<file path="src/rtl/crc8_pkg.sv">
package crc8_pkg;
  localparam int CRC_W = 8;
  localparam int DATA_W = 8;
  localparam logic [CRC_W-1:0] CRC_POLY = 8'h8C;
  localparam logic [CRC_W-1:0] CRC_INIT = 8'h00;

  typedef struct packed {
    logic              clr;
    logic              stepBit;
    logic              stepByte;
    logic              bitVal;
    logic [DATA_W-1:0] byteVal;
  } crcCtrl_t;

  function automatic logic [CRC_W-1:0] crcStep(input logic [CRC_W-1:0] cur,
                                               input logic din,
                                               input logic [CRC_W-1:0] poly);
    logic fb;
    fb = din ^ cur[0];
    crcStep = (cur >> 1) ^ (fb ? poly : '0);
  endfunction
endpackage

</file>
<file path="src/rtl/crc8_datapath.sv">
module crc8_datapath
  import crc8_pkg::*;
#(
  parameter int               CW   = CRC_W,
  parameter int               DW   = DATA_W,
  parameter logic [CW-1:0]    POLY = CRC_POLY,
  parameter logic [CW-1:0]    INIT = CRC_INIT
) (
  input  logic          clk,
  input  logic          rstN,
  input  crcCtrl_t      ctrl,
  output logic [CW-1:0] crcReg,
  output logic          isZero
);
  logic [CW-1:0] chain [0:DW];
  logic [CW-1:0] bitNext;
  logic [CW-1:0] crcNext;

  assign chain[0] = crcReg;
  for (genvar g = 0; g < DW; g++) begin : gByteStage
    assign chain[g+1] = crcStep(chain[g], ctrl.byteVal[g], POLY);
  end

  assign bitNext = crcStep(crcReg, ctrl.bitVal, POLY);

  always_comb begin
    crcNext = crcReg;
    if (ctrl.clr)           crcNext = INIT;
    else if (ctrl.stepByte) crcNext = chain[DW];
    else if (ctrl.stepBit)  crcNext = bitNext;
  end

  always_ff @(posedge clk or negedge rstN) begin
    if (!rstN) crcReg <= INIT;
    else       crcReg <= crcNext;
  end

  assign isZero = (crcReg == '0);

  // a clear lands the register on its start value
  assert_clear_init_R3: assert property (@(posedge clk) disable iff (!rstN)
    ctrl.clr |=> (crcReg == INIT));
  // no strobe leaves the register alone
  assert_hold_R4: assert property (@(posedge clk) disable iff (!rstN)
    (!ctrl.clr && !ctrl.stepBit && !ctrl.stepByte) |=> $stable(crcReg));
  // zero feedback brings a zero into the top bit
  assert_fb0_msb_R2: assert property (@(posedge clk) disable iff (!rstN)
    (ctrl.stepBit && !(ctrl.bitVal ^ crcReg[0])) |=> (crcReg[CW-1] == 1'b0));
  // set feedback brings the constant's top bit in
  assert_fb1_msb_R2: assert property (@(posedge clk) disable iff (!rstN)
    (ctrl.stepBit && (ctrl.bitVal ^ crcReg[0])) |=> (crcReg[CW-1] == POLY[CW-1]));
endmodule

</file>
<file path="config.mk">
export PLATFORM = sky130hd
export DESIGN_NAME = crc8_datapath
export DESIGN_NICKNAME = d
export VERILOG_FILES = /design/src/rtl/crc8_pkg.sv /design/src/rtl/crc8_datapath.sv
export SDC_FILE = /design/constraint.sdc
export NUM_CORES = 1
export LEC_CHECK = 0
export BUFFER_PORTS_ARGS = -buffer_cell sky130_fd_sc_hd__buf_4
export CAP_MARGIN = 20
export CELL_PAD_IN_SITES_DETAIL_PLACEMENT = 1
export CELL_PAD_IN_SITES_GLOBAL_PLACEMENT = 1
export CORE_MARGIN = 2
export CORE_UTILIZATION = 41
export CTS_BUF_LIST = sky130_fd_sc_hd__clkbuf_8
export DETAILED_ROUTE_END_ITERATION = 8
export PLACE_DENSITY_LB_ADDON = 0.2
export SLEW_MARGIN = 20
export SYNTH_ARGS = -nofsm -noshare
export SYNTH_HDL_FRONTEND = slang
export SYNTH_SLANG_ARGS = --single-unit
</file>
<file path="constraint.sdc">
create_clock -name clk -period 3 [get_ports clk]
set_input_delay 0.15 -clock clk [delete_from_list [all_inputs] [get_ports clk]]
set_output_delay 0.15 -clock clk [all_outputs]
set_load 0.005 [all_outputs]
</file>
==> results of run 1 <==
[cell type report]
cell class / count / area (um^2)
Sequential cell: 8 / 200
Timing Repair Buffer: 23 / 175
Inverter: 1 / 3.75
Tap cell: 16 / 20.0
Multi-Input combinational cell: 51 / 439
Fill cell: 177 / 627
Clock buffer: 3 / 41.3
[cell usage after synthesis (all sizes together)]
master	count	area, um^2
nand2	2	7.51
dfrtp	8	200
a21oi	2	10.0
xnor2	16	148
a211oi	12	90.1
nor2	2	7.51
nor2b	4	25.0
a221oi	2	23.8
buf	2	7.51
and2	1	6.26
xnor3	2	46.3
or4	2	15.0
xor2	6	60.1
inv	1	3.75
clkbuf	2	7.51
[metrics by stage]
stage	cells	util	area [um^2]	total power, mW	setup slack [ps]
finish	102	0.584	880	0.851	1080
global route	102	0.584	880	0.918	987
CTS	102	0.584	880	0.860	1050
detailed placement	98	0.550	828	0.721	1100
global placement	98	0.550	828	0.712	1120
floorplan	64	-	658	0.573	1300
[layer usage]
layer,wire length (um),up-vias,track usage
met2,828,19,0.321
met4,43,0,0.127
li1,-,271,-
met3,84,5,0.0245
met1,797,277,0.332
met5,0,-,0
[worst register-to-register path: stages (launching register included)]
cell      delay [ps]
dfrtp_1          430
xnor2_1          530
xnor2_2          220
xnor3_1          440
a211oi_1         220
[cells in the final DEF, fill, tap and decap left out]
cell type,instances
buf_4,22
clkbuf_8,3
a21oi_1,2
dlygate4sd3_1,1
a211oi_1,12
dfrtp_1,8
xnor2_2,1
nor2b_1,4
or4_1,2
xor2_1,5
a221oi_2,1
a221oi_1,1
nand2_1,2
xnor3_2,1
inv_1,1
xnor3_1,1
nor2_1,2
xnor2_1,15
and2_1,1
xor2_2,1
[cell families (layout without fill, tap and decap cells)]
family,count (synthesis),after routing,share of synthesized area
compound gates,16,16,0.188
xor+xnor,24,24,0.386
buf+inv,5,27,0.0285
flops,8,8,0.304
simple gates,11,11,0.0932
[power by group]
part / switching, mW / internal [mW] / leakage, nW
registers: 0.0598 / 0.144 / 0.104
clock network: 0.0445 / 0.0871 / 0.0216
logic: 0.220 / 0.296 / 0.265
total: 0.324 / 0.527 / 0.390
[path summary, 6_finish.rpt]
path                                         end  slack [ps]  cells after the start
max                        crcReg[1]$_DFFE_PN0P_        1080                      4
min                        crcReg[2]$_DFFE_PN0P_         160                      2
max reg2reg                crcReg[1]$_DFFE_PN0P_        1080                      4
min reg2reg                crcReg[2]$_DFFE_PN0P_         710                      3
max in group asynchronous  crcReg[0]$_DFFE_PN0P_        2570                      2
min in group asynchronous  crcReg[5]$_DFFE_PN0P_         290                      2
==> metrics, run 1 <==
status complete, no violations; Distinct cells, synth 19; Layout Nets 102; cell at the slowest stage of the critical path xnor2_1; HP Start ctrl[11]; die width 44.1 um; critical path type reg2reg; Fin Setup TNS 0 ps; wire per inst 17.2 um; Hold Buf Count CTS 1; Crit path largest cell delay 530 ps; root buffer cell clkbuf_8; DRT iter0 DRCs 7; Resized Gates After CTS 0; leakage power 0.390 nW; number of flip-flops in the largest register 8; via count 572; CP Launch Type register; dpl hpwl 1.31 mm; worst clock skew 1.82 ps; Initial Util 0.437; Worst setup EP type register; hold crit path type in2reg; period utilisation layout 0.641; area grow syn2layout 33.7%; maximum vdd ir drop 0.539 mV; initial antenna violation count 0; Post-CTS Setup Repair Bufs 0; CTS Buf Count 3; Vias/cell 5.61; Cell Pwr Density 968 mW/mm^2; DRT Pass-1 Iters 4; DRT antenna net count 0; fmax 0.520 GHz; first-pass GRT wire length 3.11 mm; Max Slew Vio Count 0; cell chain of the critical path xnor2_1 -> xnor2_2 -> xnor3_1 -> a211oi_1; die area 0.00194 mm^2; Crit Path Max Fanout 5; Post-Route WL 1.75 mm; TritonCTS clock tree done; CP Buf/Inv Count 0; Syn Nets 78; Ports 23; Synth warnings 0; share of cells above drive strength 1 0.337; endpoints failing hold 0; GRT Overall Usage 0.226; Diodes inserted 0; Final GP Congestion 0.828; # rows 14; r2r startpoint crcReg[0]$_DFFE_PN0P_; sequential share of the synthesized area 0.304; H-tree lvl count 1; Clk pin slew, worst setup/hold paths 40 ps; Seq cells post-synth 8; Die H 44.1 um; Setup crit start crcReg[0]$_DFFE_PN0P_; Synth Cell Area 658 um^2; GR Overflow Total 0; final setup fails 0; biggest regs crcReg x8; Synth Instances 64; DR DRC count 0; crit path DAT 2060 ps; WP data required 3140 ps; PortBufs 22; largest net degree at the start of global routing 17; MaxCap Viol Count 0; critical path's top delay family XOR/XNOR gates; Synth Area per Inst 10.3 um^2; max_slew headroom 0.588; CTS max path bufs 2; Biggest register crcReg; vias in the first global route 617; Worst-Skew Late Latency 230 ps; core area 0.00151 mm^2; hold_ws 164 ps; minimum clock period 1920 ps; RSZ-0062 raised after global routing false; Slew @ Worst Pin 613 ps; TritonCTS sink count 8
Power figures use the tool's default switching activity.
==> run 2: changes to the inputs <==
--- a/config.mk
+++ b/config.mk
@@ -10,7 +10,7 @@
 export CELL_PAD_IN_SITES_DETAIL_PLACEMENT = 1
 export CELL_PAD_IN_SITES_GLOBAL_PLACEMENT = 1
 export CORE_MARGIN = 2
-export CORE_UTILIZATION = 41
+export CORE_UTILIZATION = 38
 export CTS_BUF_LIST = sky130_fd_sc_hd__clkbuf_8
 export DETAILED_ROUTE_END_ITERATION = 8
 export PLACE_DENSITY_LB_ADDON = 0.2
==> constraint.sdc (replaced) <==
create_clock -name clk -period 2 [get_ports clk]
set_input_delay 0.1 -clock clk [delete_from_list [all_inputs] [get_ports clk]]
set_output_delay 0.1 -clock clk [all_outputs]
set_load 0.005 [all_outputs]
==> run 2 against run 1 <==
Critical endpoint is now crcReg[2]$_DFFE_PN0P_. Combinational power up 60%. Global-route usage down 2.9 points. Die area up 7.2%. Critical path type unchanged. Critical path depth unchanged. Flip-flop and latch count unchanged.
==> metrics, run 2 (same netlist as run 1, synthesis figures left out) <==
vias in the first global route 587 (-4.9%); area grow syn2layout 37.3%; first-pass GRT wire length 2.79 mm (-10%); TritonCTS clock tree done; Crit Path Max Fanout 5 (unchanged); Die H 45.6 um (+3.5%); Initial Util 0.394 (-0.0429); DR DRC count 0 (unchanged); Post-Route WL 1.77 mm (+0.80%); # fillers 187 (+5.6%); pre-CTS WS 178 ps (-919 ps); commonest non-fill, non-tap cell in the layout buf_4; overall power 1.32 mW (+55%); die width 45.6 um (+3.5%); die area 0.00208 mm^2 (+7.2%); cell chain of the critical path xor2_2 -> xnor3_2 -> xor2_1 -> a221oi_2; maximum vdd ir drop 0.717 mV (+33%); final setup fails 0 (unchanged); root buffer cell clkbuf_8; Diodes inserted 0 (unchanged); PortBufs 22 (unchanged); DRT Pass-1 Iters 4 (unchanged); Psw 506 uW (+56%); RSZ-0062 raised after global routing false; H-tree lvl count 1 (unchanged); Comb pwr share 0.624 (+0.018); Cell Int Power 816 uW (+55%); Worst setup EP type register; TritonCTS sink count 8 (unchanged); MaxCap Viol Count 0 (unchanged); worst clock skew 2.06 ps (+0.236 ps); WP data required 2150 ps (-990 ps); most frequent cells in the layout buf_4 (25), xnor2_1 (15), a211oi_1 (12); wire per inst 16.7 um (-3.0%); DRT antenna net count 0 (unchanged); fmax 0.549 GHz (+5.6%); Vias/cell 5.45 (-2.8%); Sw Ratio 0.383 (+0.00206); largest net degree at the start of global routing 17 (unchanged); GRT Overall Usage 0.197 (-0.0288); PnR worst setup slack 179 ps (-897 ps); Max Slew Vio Count 0 (unchanged); Fin Setup TNS 0 ps (unchanged); GR Overflow Total 0 (unchanged); Crit path largest cell delay 520 ps (about the same); core area 0.00167 mm^2 (+11%); minimum clock period 1820 ps (-103 ps); Placed Cells 102 (+4.1%); Worst-Skew Late Latency 230 ps (about the same); CP Buf/Inv Count 0 (unchanged); status complete, no violations; CTS Buf Count 3 (unchanged); hold crit path type in2reg; via count 578 (+1.0%); area taken by flip-flops and latches 200 um^2 (unchanged); period utilisation layout 0.910 (+0.269); biggest regs crcReg x8; critical path type reg2reg; CP Launch Type register; crit path DAT 1970 ps (-90 ps); Biggest register crcReg; hold_ws 97.4 ps (-66.6 ps); number of flip-flops in the largest register 8 (unchanged); Layout Nets 105 (+2.9%); Ports 23 (unchanged); share of cells above drive strength 1 0.360 (+0.0223); # rows 15 (+1); max_slew headroom 0.662 (+0.0740); initial antenna violation count 0 (unchanged); area of the multi-input gates 439 um^2 (unchanged); DRT iter0 DRCs 3 (-4); cell at the slowest stage of the critical path xnor3_2; critical path's top delay family XOR/XNOR gates; endpoints failing hold 0 (unchanged); sequential power share 0.223 (-0.016); Cell Pwr Density 1460 mW/mm^2 (+51%); Slew @ Worst Pin 503 ps (-110 ps); dpl hpwl 1.33 mm (+1.0%); CTS max path bufs 2 (unchanged); Clk pin slew, worst setup/hold paths 40 ps (about the same); Final GP Congestion 0.782 (-5.5%); leakage power 0.405 nW (+3.9%); final cell count without fillers 106 (+3.9%); clock power share 0.153 (-0.002)
run 2: layer usage:
metal	vias up	track usage	routed length, um
met5	-	0	0
met4	0	0.106	27
met3	3	0.0357	56
met2	15	0.307	873
met1	282	0.256	811
li1	278	-	-
run 2: stage by stage:
stage / cell area [um^2] / utilization
floorplan: 658 / -
global placement: 852 / 0.510
detailed placement: 852 / 0.510
CTS: 903 / 0.541
global route: 903 / 0.541
finish: 903 / 0.541
run 2: final cells by class:
class | count | area share
well taps | 17 | 0.0235
repair buffers | 26 | 0.219
clock buffers | 3 | 0.0457
inverters | 1 | 0.00416
multi-input cells | 51 | 0.486
flip-flops and latches | 8 | 0.222
run 2: path summary, 6_finish.rpt:
kind	startpoint	end	slack [ps]	depth (start not counted)
worst max register to register	crcReg[4]$_DFFE_PN0P_	crcReg[2]$_DFFE_PN0P_	180	4
max in group asynchronous	rstN	crcReg[3]$_DFFE_PN0P_	1630	2
worst min register to register	crcReg[3]$_DFFE_PN0P_	crcReg[2]$_DFFE_PN0P_	710	3
min in group asynchronous	rstN	crcReg[5]$_DFFE_PN0P_	240	2
worst min-delay path	ctrl[11]	crcReg[2]$_DFFE_PN0P_	100	2
worst max-delay path	crcReg[4]$_DFFE_PN0P_	crcReg[2]$_DFFE_PN0P_	180	4
run 2: power by group through the flow:
stage               Sequential (mW)  Combinational, mW  Clock [mW]
floorplan                     0.289              0.571           0
global placement              0.297              0.817           0
detailed placement            0.295              0.824           0
CTS                           0.294              0.834       0.204
global route                  0.304              0.890       0.212
finish                        0.295              0.825       0.203
run 2: repair_timing:
item | CTS | global route
endpoints found under the hold margin | 8 | 0
gates resized for setup | 0 | 0
setup buffers | 0 | 0
hold buffers | 1 | 0
